==> config.mk <==
export PLATFORM = sky130hd
export DESIGN_NAME = pwm_sd_gen
export DESIGN_NICKNAME = d
export VERILOG_FILES = /design/src/rtl/pwm_sd_pkg.sv /design/src/rtl/pwm_sd_regs.sv /design/src/rtl/pwm_var_core.sv /design/src/rtl/pwm_sd_chan.sv /design/src/rtl/pwm_sd_gen.sv
export SDC_FILE = /design/constraint.sdc
export NUM_CORES = 1
export LEC_CHECK = 0
export BUFFER_PORTS_ARGS = -buffer_cell sky130_fd_sc_hd__buf_4
export CELL_PAD_IN_SITES_DETAIL_PLACEMENT = 0
export CELL_PAD_IN_SITES_GLOBAL_PLACEMENT = 1
export CORE_MARGIN = 2
export CORE_UTILIZATION = 51
export DETAILED_ROUTE_END_ITERATION = 10
export GPL_TIMING_DRIVEN = 0
export PLACE_DENSITY_LB_ADDON = 0.15
export RECOVER_POWER = 100
export SLEW_MARGIN = 20
export SYNTH_ARGS = -nofsm -noshare
export SYNTH_HDL_FRONTEND = slang
export SYNTH_SLANG_ARGS = --single-unit
==> constraint.sdc <==
create_clock -name clk -period 6.6 [get_ports clk]
set_input_delay 1.32 -clock clk [delete_from_list [all_inputs] [get_ports clk]]
set_output_delay 1.32 -clock clk [all_outputs]
set_load 0.02 [all_outputs]
==> src/rtl/pwm_sd_pkg.sv <==
package pwm_sd_pkg;
  typedef enum logic [2:0] {
    MODE_OFF  = 3'd0,
    MODE_VAR  = 3'd1,
    MODE_RSV2 = 3'd2,
    MODE_RSV3 = 3'd3,
    MODE_DSD  = 3'd4,
    MODE_RSV5 = 3'd5,
    MODE_RSV6 = 3'd6,
    MODE_RSV7 = 3'd7
  } pwm_mode_e;

  localparam logic [1:0] ADDR_MODE = 2'd0;
  localparam logic [1:0] ADDR_VALA = 2'd1;
  localparam logic [1:0] ADDR_VALB = 2'd2;
endpackage

==> src/rtl/pwm_sd_regs.sv <==
module pwm_sd_regs
  import pwm_sd_pkg::*;
#(
  parameter int VW = 16
) (
  input  logic          clk,
  input  logic          rst,
  input  logic          wr_en,
  input  logic [1:0]    wr_addr,
  input  logic [VW-1:0] wr_data,
  output pwm_mode_e     mode_o,
  output logic [VW-1:0] val_a_o,
  output logic [VW-1:0] val_b_o
);
  always_ff @(posedge clk) begin
    if (rst) begin
      mode_o  <= MODE_OFF;
      val_a_o <= '0;
      val_b_o <= '0;
    end else if (wr_en) begin
      case (wr_addr)
        ADDR_MODE: mode_o  <= pwm_mode_e'(wr_data[2:0]);
        ADDR_VALA: val_a_o <= wr_data;
        ADDR_VALB: val_b_o <= wr_data;
        default: ;
      endcase
    end
  end

  // a write to the spare address leaves every register untouched
  a_r2_spare_addr: assert property (@(posedge clk) disable iff (rst)
    wr_en && wr_addr == 2'd3 |=> $stable(mode_o) && $stable(val_a_o) && $stable(val_b_o));
endmodule

==> src/rtl/pwm_var_core.sv <==
module pwm_var_core #(
  parameter int VW = 16
) (
  input  logic          clk,
  input  logic          rst,
  input  logic          active,
  input  logic          tick,
  input  logic [VW-1:0] duty_in,
  input  logic [VW-1:0] per_in,
  output logic          pwm_o
);
  localparam int CW = VW + 1;

  logic [VW-1:0] cnt, duty_sh, per_sh;
  logic          wrap;

  assign wrap = ({1'b0, cnt} + CW'(1)) >= {1'b0, per_sh};

  always_ff @(posedge clk) begin
    if (rst) begin
      cnt     <= '0;
      duty_sh <= '0;
      per_sh  <= '0;
      pwm_o   <= 1'b0;
    end else if (!active) begin
      cnt     <= '0;
      duty_sh <= duty_in;
      per_sh  <= per_in;
      pwm_o   <= 1'b0;
    end else if (tick) begin
      pwm_o <= cnt < duty_sh;
      if (wrap) begin
        cnt     <= '0;
        duty_sh <= duty_in;
        per_sh  <= per_in;
      end else begin
        cnt <= cnt + VW'(1);
      end
    end
  end

  // the counter stays inside the programmed cycle
  a_r3_cnt_in_cycle: assert property (@(posedge clk) disable iff (rst)
    active && per_sh != '0 |-> cnt < per_sh);
  // a zero duty never produces a high tick
  a_r4_zero_duty: assert property (@(posedge clk) disable iff (rst)
    active && tick && duty_sh == '0 |=> !pwm_o);
  // the shadow duty only moves at a cycle boundary
  a_r5_shadow_at_wrap: assert property (@(posedge clk) disable iff (rst)
    active && !$stable(duty_sh) |-> cnt == '0);
  // no tick, no movement
  a_r9_var_hold: assert property (@(posedge clk) disable iff (rst)
    active && !tick |=> $stable(cnt) && $stable(pwm_o));
endmodule

==> src/rtl/pwm_sd_chan.sv <==
module pwm_sd_chan #(
  parameter int VW = 16
) (
  input  logic          clk,
  input  logic          rst,
  input  logic          active,
  input  logic          tick,
  input  logic [VW-1:0] val_in,
  output logic          dens_o
);
  localparam int SW = VW + 1;

  logic [VW-1:0] acc;
  logic [SW-1:0] sum;

  assign sum = {1'b0, acc} + {1'b0, val_in};

  always_ff @(posedge clk) begin
    if (rst || !active) begin
      acc    <= '0;
      dens_o <= 1'b0;
    end else if (tick) begin
      acc    <= sum[VW-1:0];
      dens_o <= sum[VW];
    end
  end

  // a zero value never emits a carry
  a_r6_zero_value: assert property (@(posedge clk) disable iff (rst)
    active && tick && val_in == '0 |=> !dens_o);
  // the full-scale value emits a carry whenever the accumulator is nonzero
  a_r8_full_scale: assert property (@(posedge clk) disable iff (rst)
    active && tick && val_in == '1 && acc != '0 |=> dens_o);
  // the accumulator holds without a tick
  a_r9_acc_hold: assert property (@(posedge clk) disable iff (rst)
    active && !tick |=> $stable(acc) && $stable(dens_o));
endmodule

==> src/rtl/pwm_sd_gen.sv <==
module pwm_sd_gen
  import pwm_sd_pkg::*;
#(
  parameter int VW = 16,
  parameter int NCH = 2
) (
  input  logic          clk,
  input  logic          rst,
  input  logic          tick_en,
  input  logic          wr_en,
  input  logic [1:0]    wr_addr,
  input  logic [VW-1:0] wr_data,
  output logic          out0,
  output logic          out1,
  output logic          oe0,
  output logic          oe1
);
  pwm_mode_e     mode_q;
  logic [VW-1:0] val_a, val_b;
  logic          var_on, dsd_on, var_pwm;
  logic [NCH-1:0]         dens;
  logic [NCH-1:0][VW-1:0] vals;

  pwm_sd_regs #(.VW(VW)) regs_i (
    .clk(clk), .rst(rst), .wr_en(wr_en), .wr_addr(wr_addr), .wr_data(wr_data),
    .mode_o(mode_q), .val_a_o(val_a), .val_b_o(val_b)
  );

  assign var_on = (mode_q == MODE_VAR);
  assign dsd_on = (mode_q == MODE_DSD);
  assign vals   = {val_b, val_a};

  pwm_var_core #(.VW(VW)) var_i (
    .clk(clk), .rst(rst), .active(var_on), .tick(tick_en),
    .duty_in(val_a), .per_in(val_b), .pwm_o(var_pwm)
  );

  for (genvar g = 0; g < NCH; g++) begin : g_chan
    pwm_sd_chan #(.VW(VW)) chan_i (
      .clk(clk), .rst(rst), .active(dsd_on), .tick(tick_en),
      .val_in(vals[g]), .dens_o(dens[g])
    );
  end

  // each source is a flop that is forced low outside its own mode
  assign out0 = var_pwm | dens[0];
  assign out1 = dens[1];

  always_ff @(posedge clk) begin
    if (rst) begin
      oe0 <= 1'b0;
      oe1 <= 1'b0;
    end else begin
      oe0 <= var_on | dsd_on;
      oe1 <= dsd_on;
    end
  end

  // inactive modes drive nothing from the next clock on
  a_r11_idle_low: assert property (@(posedge clk) disable iff (rst)
    !var_on && !dsd_on |=> !out0 && !out1);
  // channel 1 is quiet in the single PWM mode
  a_r3_out1_quiet: assert property (@(posedge clk) disable iff (rst)
    var_on |=> !out1);
  // enables track the mode register one clock later
  a_r10_oe_track: assert property (@(posedge clk) disable iff (rst)
    1'b1 |=> oe0 == ($past(mode_q) == MODE_VAR || $past(mode_q) == MODE_DSD)
             && oe1 == ($past(mode_q) == MODE_DSD));
  // reset clears the pins
  a_r1_reset_state: assert property (@(posedge clk)
    rst |=> !out0 && !out1 && !oe0 && !oe1);
endmodule

==> results of run 1 <==
-- layout by cell type, fill, tap and decap left out, types with 19 or more instances in the layout --
cell type and instances:
mux2i_1 42, ha_1 64, nand2_1 121, o21ai_0 32
inv_1 53, nand2b_1 69, buf_4 19, nor2_1 39
dfxtp_1 120, clkbuf_1 42, nand3_1 31, a21oi_1 76
-- worst paths after layout --
check	end	slack, ns
worst min register to register	g_chan[0].chan_i.acc[4]	0.47
worst max register to register	var_i.duty_sh[11]	1.44
worst min-delay path	g_chan[0].chan_i.acc[4]	0.47
worst max-delay path	var_i.duty_sh[11]	1.44
-- area by class of cell --
class | count | area (um^2)
tap | 176 | 220
clock buffer | 22 | 474
buffer | 38 | 191
fill | 1251 | 5350
multi-input combinational | 649 | 4220
sequential | 120 | 2400
clock inverter | 10 | 120
timing repair buffer | 24 | 161
inverter | 54 | 203
-- per-stage QoR --
| stage | hold slack, ns | worst slack, ns |
|---|---|---|
| 6_report | 0.469 | 1.44 |
| 5_1_grt | 0.494 | 1.14 |
| 4_1_cts | 0.469 | 2.38 |
| 3_5_place_dp | 0.458 | 2.38 |
| 3_3_place_gp | 0.444 | 2.54 |
| 2_1_floorplan | 0.432 | 3.34 |
-- sequential cells by signal, indices dropped and copies added, names as in the netlist --
register / cells
g_chan.chan_i.acc: 32
regs_i.val_a_o: 16
regs_i.val_b_o: 16
var_i.cnt: 16
var_i.duty_sh: 16
var_i.per_sh: 16
regs_i.mode_o: 3
g_chan.chan_i.dens_o: 2
oe0: 1
oe1: 1
var_i.pwm_o: 1
-- power groups by stage --
stage	logic, W	clock network (W)	registers, W
2_1_floorplan	0.0000805	0	0.000759
3_3_place_gp	0.000122	0	0.000764
3_5_place_dp	0.000125	0	0.000765
4_1_cts	0.000125	0.000940	0.000749
5_1_grt	0.000136	0.000973	0.000750
6_report	0.000125	0.000935	0.000749
-- logic make-up after synthesis --
family,after synthesis,share of synthesized area
flip-flops,120,0.341
adder cells (fa/ha/maj),66,0.119
multiplexers,42,0.0597
buffers and inverters,92,0.0572
AND/OR/NAND/NOR,331,0.235
AO/OA/AOI/OAI,188,0.160
XOR/XNOR,22,0.0274
-- worst min-delay path: cells and delay by family, from the launching register on --
| family | cells | cell delay [ns] |
|---|---|---|
| AO/OA/AOI/OAI | 1 | 0.05 |
| flip-flops | 1 | 0.31 |
| AND/OR/NAND/NOR | 1 | 0.06 |
-- per-layer routing --
layer  part of all wire  vias up  track usage
li1                   -     3085            -
met2               0.46      202        0.463
met5                  0        -            0
met3              0.060       36       0.0578
met4              0.022        0        0.107
met1               0.46     3006        0.392
==> flow_metrics.env, run 1 <==
export IMPL_grt_ovfl_total=0
export IMPL_fin_crit_sh=0.782
export IMPL_root_buffer="clkbuf_16"
export IMPL_postLayoutCellArea_mm2=0.00800
export IMPL_clock_power_share=0.517
export IMPL_die_h_um=121
export IMPL_fmax_ghz=0.194
export IMPL_n_antenna_cell=0
export IMPL_path_clk_slew_ns=0.06
export IMPL_seqPwrFrac=0.414
export IMPL_grt_pass1_wl_um=32100
export IMPL_wirelength_um=20100
export IMPL_port_buffer_count=24
export IMPL_synth_edff_count=0
export IMPL_tns_ns=0
export IMPL_rsz0062_at_grt="no"
export IMPL_critPathRequiredTime_ns=6.95
export IMPL_setup_viol=0
export IMPL_power_total_w=0.00181
export IMPL_hpwl_um=15100
export IMPL_slew_viol_final=0
export IMPL_ys_seq_area_frac=0.341
export IMPL_yosys_top_cells_count="nand2_1, dfxtp_1, a21oi_1"
export IMPL_critPathKind="reg -> reg"
export IMPL_fin_nets=992
export IMPL_syn2layout_area_growth_pct=13.6
export IMPL_worst_pin_slew_ns=1.35
export IMPL_cap_violations=0
export IMPL_crit_slowest_cell="nor3b_1"
export IMPL_grt_antenna_before_repair=0
export IMPL_yosys_area_top_type="dfxtp_1"
export IMPL_vias_per_cell=5.79
export IMPL_initial_utilization=0.527
export IMPL_crit_path_start_kind="flip-flop"
export IMPL_r2r_cells=15
export IMPL_gr_usage_all_layers=0.291
export IMPL_synth_top_area_share=0.341
export IMPL_fin_skew_ns=0.00765
export IMPL_cts_repair_resized=0
export IMPL_syn_area_mm2=0.00704
export IMPL_cts_hold_buf=0
export IMPL_grt_pass1_vias=6161
export IMPL_gp_congestion=0.867
export IMPL_status="finished, final reports clean"
export IMPL_cts_tree="built"
export IMPL_post_cts_buffers=0
export IMPL_cts_sinks=120
export IMPL_critPathLaunch="var_i.cnt[0]"
export IMPL_combPwrFrac=0.069
export IMPL_io_pins=26
export IMPL_clk_path_buf_depth=2
export IMPL_p_sw_w=0.000440
export IMPL_yosys_warnings=0
export IMPL_crit_chain="ha_1 -> nand4_1 -> nor3_1 -> nand4_1 -> nand2b_1 -> nand2_1 -> ha_1 -> a21oi_1 -> nor2b_1 -> a311o_1 -> nor3b_1 -> o21ba_1 -> clkbuf_1 -> buf_12 -> mux2i_1"
export IMPL_path_max_fanout=10
export IMPL_cp_slowest_stage_delay_ns=1.09
export IMPL_synth_nets=949
export IMPL_drt_iter0_drc=524
export IMPL_synth_distinct_cells=55
export IMPL_min_period_ns=5.16
export IMPL_synth_ff_type="dfxtp_1"
export IMPL_die_area_mm2=0.0148
export IMPL_die_w_um=121
export IMPL_synth_seq_cells=120
export IMPL_utilization=0.599
export IMPL_p_leak_nw=3.05
export IMPL_drc=0
export IMPL_sw_frac_of_total=0.243
export IMPL_ctsHtreeMaxLevel=4
export IMPL_dp_cells=1061
export IMPL_cp_top_family="simple AND/OR/NAND/NOR gates"
export IMPL_wl_per_cell_um=18.4
export IMPL_synth_cells=861
export IMPL_final_layout_size_suffix_gt1_frac=0.0622
export IMPL_async_reset_ff_frac=0
export IMPL_intPower_w=0.00137
export IMPL_hp_class="reg -> reg"
export IMPL_hold_depth=2
export IMPL_postPlaceCellArea_mm2=0.00744
export IMPL_critPathBufInv=2
export IMPL_worst_path_stages=15
export IMPL_fp_row_count=42
export IMPL_postSynthAreaPerCell_um2=8.18
export IMPL_final_cells=1093
export IMPL_relSlewSlack=0.0962
export IMPL_numCtsBuffers=17
export IMPL_p_per_area_mw_per_mm2=226
export IMPL_core_mm2=0.0133
export IMPL_synth_most_common_cell="nand2_1"
export IMPL_critPathCaptureType="flip-flop"
export IMPL_clock_latency_ns=0.43
export IMPL_ant_nets=0
export IMPL_vias=6329
export IMPL_grt_max_degree=17
export IMPL_first_pass_iters=6
export IMPL_hold_path_startpoint="g_chan[0].chan_i.acc[4]"
export IMPL_cp_arrival_ns=5.51
export IMPL_synth_area_top_cells="dfxtp_1, ha_1, nand2_1, nand2b_1, mux2i_1"
export IMPL_r2r_start="var_i.cnt[0]"
export IMPL_hold_viol_final=0
export IMPL_vdd_ir_drop_max_mv=0.190
No activity file was read; power rests on OpenSTA's default activity.
==> inputs of run 2 (changes only) <==
--- a/config.mk
+++ b/config.mk
@@ -9,7 +9,7 @@
 export CELL_PAD_IN_SITES_DETAIL_PLACEMENT = 0
 export CELL_PAD_IN_SITES_GLOBAL_PLACEMENT = 1
 export CORE_MARGIN = 2
-export CORE_UTILIZATION = 51
+export CORE_UTILIZATION = 47
 export DETAILED_ROUTE_END_ITERATION = 10
 export GPL_TIMING_DRIVEN = 0
 export PLACE_DENSITY_LB_ADDON = 0.15
==> constraint.sdc (replaced) <==
create_clock -name clk -period 5.3 [get_ports clk]
set_input_delay 1.06 -clock clk [delete_from_list [all_inputs] [get_ports clk]]
set_output_delay 1.06 -clock clk [all_outputs]
set_load 0.02 [all_outputs]
==> run 2 against run 1 <==
  * Cell count increased by 0.73%
  * Sequential share of layout area decreased by 0.13 points
  * Count of clock-buffer cells in the layout decreased by 2
  * Total power increased by 26%
  * Clock skew decreased by 0.0017 ns
  * Wire length decreased by 1.1%
  * Sequential cell count unchanged
  * Register-to-register slack got worse by 0.62 ns
  * Worst hold slack got worse by 0.0030 ns
  * Maximum frequency increased by 15%
  * Global-route usage decreased by 3.3 points
  * Critical path type unchanged
  * Critical endpoint is now var_i.per_sh[3]
  * Largest power group unchanged
  * Highest routed layer unchanged
==> flow_metrics.env, run 2 (synthesized netlist as in run 1, its figures left out) <==
export IMPL_clock_latency_ns=0.43
export IMPL_postPlaceCellArea_mm2=0.00745
export IMPL_cts_tree="built"
export IMPL_crit_path_start_kind="flip-flop"
export IMPL_hp_class="reg -> reg"
export IMPL_vdd_ir_drop_max_mv=0.236
export IMPL_critPathKind="reg -> reg"
export IMPL_fin_skew_ns=0.00593
export IMPL_cts_sinks=120
export IMPL_critPathRequiredTime_ns=5.65
export IMPL_clk_path_buf_depth=2
export IMPL_die_area_mm2=0.0160
export IMPL_min_period_ns=4.49
export IMPL_fin_crit_sh=0.846
export IMPL_cts_hold_buf=0
export IMPL_tns_ns=0
export IMPL_worst_pin_slew_ns=1.04
export IMPL_largest_reg_flops=32
export IMPL_grt_antenna_before_repair=0
export IMPL_clock_power_share=0.523
export IMPL_p_leak_nw=3.06
export IMPL_first_pass_iters=5
export IMPL_grt_ovfl_total=0
export IMPL_top_register="g_chan.chan_i.acc"
export IMPL_cp_arrival_ns=4.83
export IMPL_hpwl_um=15100
export IMPL_port_buffer_count=24
export IMPL_path_max_fanout=10
export IMPL_die_w_um=126
export IMPL_root_buffer="clkbuf_16"
export IMPL_n_antenna_cell=0
export IMPL_fmax_ghz=0.223
export IMPL_syn2layout_area_growth_pct=14.1
export IMPL_post_cts_buffers=0
export IMPL_drc=0
export IMPL_grt_pass1_vias=6104
export IMPL_io_pins=26
export IMPL_combPwrFrac=0.068
export IMPL_initial_utilization=0.483
export IMPL_seqPwrFrac=0.408
export IMPL_power_total_w=0.00228
export IMPL_whs_ns=0.466
export IMPL_final_layout_size_suffix_gt1_frac=0.0643
export IMPL_sw_frac_of_total=0.238
export IMPL_critPathCaptureType="flip-flop"
export IMPL_gr_usage_all_layers=0.258
export IMPL_ant_nets=0
export IMPL_n_fill_cell=1363
export IMPL_intPower_w=0.00174
export IMPL_die_h_um=126
export IMPL_fin_nets=992
export IMPL_ctsHtreeMaxLevel=4
export IMPL_wirelength_um=19900
export IMPL_p_per_area_mw_per_mm2=284
export IMPL_cap_violations=0
export IMPL_relSlewSlack=0.288
export IMPL_path_clk_slew_ns=0.06
export IMPL_vias_per_cell=5.69
export IMPL_hold_viol_final=0
export IMPL_cts_repair_resized=0
export IMPL_p_sw_w=0.000544
export IMPL_rsz0062_at_grt="no"
export IMPL_fp_row_count=44
export IMPL_gp_congestion=0.876
export IMPL_core_mm2=0.0146
export IMPL_grt_max_degree=17
export IMPL_drt_iter0_drc=412
export IMPL_status="finished, final reports clean"
export IMPL_grt_pass1_wl_um=32000
export IMPL_slew_viol_final=0
export IMPL_postLayoutCellArea_mm2=0.00803
export IMPL_setup_viol=0
export IMPL_layout_commonest_cell="nand2_1"
export IMPL_vias=6268
export IMPL_layout_common_cells="nand2_1, dfxtp_1, a21oi_1, nand2b_1, ha_1"
export IMPL_wl_per_cell_um=18.1
export IMPL_numCtsBuffers=17
[run 2: cell count changes in the layout (fill, tap and decap cells not counted)]
cell / delta
and2_0: +1
and2_1: -1
bufinv_16: +1
clkbuf_1: -1
clkbuf_8: -1
clkinv_2: +2
clkinv_4: -2
clkinvlp_4: +1
nor3b_1: -1
nor3b_4: +1
[run 2: through the flow]
| step | cells | setup WS [ns] | util |
|---|---|---|---|
| after floorplan | 861 | 2.04 | - |
| after global placement | 1069 | 1.26 | 0.511 |
| after detailed placement | 1069 | 1.28 | 0.511 |
| after CTS | 1101 | 1.25 | 0.552 |
| after global routing | 1101 | 0.542 | 0.550 |
| final | 1101 | 0.814 | 0.550 |
[run 2: final cells by class]
| type | instances | area, um^2 | area share |
|---|---|---|---|
| Clock buffer | 20 | 457 | 0.0569 |
| Buffer | 38 | 191 | 0.0238 |
| Sequential cell | 120 | 2400 | 0.299 |
| Tap cell | 184 | 230 | 0.0287 |
| Clock inverter | 12 | 150 | 0.0187 |
| Timing Repair Buffer | 24 | 161 | 0.0201 |
| Inverter | 54 | 203 | 0.0252 |
| Multi-Input combinational cell | 649 | 4240 | 0.527 |
[run 2: final timing paths]
check / slack [ns] / cells past startpoint / startpoint / endpoint
setup / recovery: 0.81 / 15 / var_i.cnt[0] / var_i.per_sh[3]
hold / removal: 0.47 / 2 / g_chan[0].chan_i.acc[15] / g_chan[0].chan_i.acc[15]
setup reg to reg: 0.81 / 15 / var_i.cnt[0] / var_i.per_sh[3]
hold reg to reg: 0.47 / 2 / g_chan[0].chan_i.acc[15] / g_chan[0].chan_i.acc[15]
[run 2: routing by layer]
layer  global-route usage  wire length (um)  vias to the layer above
li1                     -                 -                     3096
met1                0.351              9160                     2947
met2                0.405              9070                      190
met3               0.0590              1210                       35
met4               0.0924               450                        0
met5                    0                 0                        -
[run 2: power by group through the flow]
| stage | registers [W] | clock network [W] | logic, W |
|---|---|---|---|
| after floorplan | 0.000945 | 0 | 0.000100 |
| after global placement | 0.000951 | 0 | 0.000152 |
| after detailed placement | 0.000951 | 0 | 0.000155 |
| after CTS | 0.000932 | 0.00122 | 0.000156 |
| after global routing | 0.000933 | 0.00126 | 0.000170 |
| final | 0.000932 | 0.00119 | 0.000156 |
[run 2: critical path, cell delays in order, from the launching register on]
cell      delay [ns]
dfxtp_1         0.53
ha_1            0.35
nand4_1         0.16
nor3_1          0.51
nand4_1         0.23
nand2b_1        0.21
nand2_1         0.09
ha_1            0.25
a21oi_1         0.13
nor2b_1         0.06
a311o_1         0.36
nor3b_4         0.45
o21ba_1         0.17
clkbuf_1        0.47
buf_12          0.22
mux2i_1         0.20
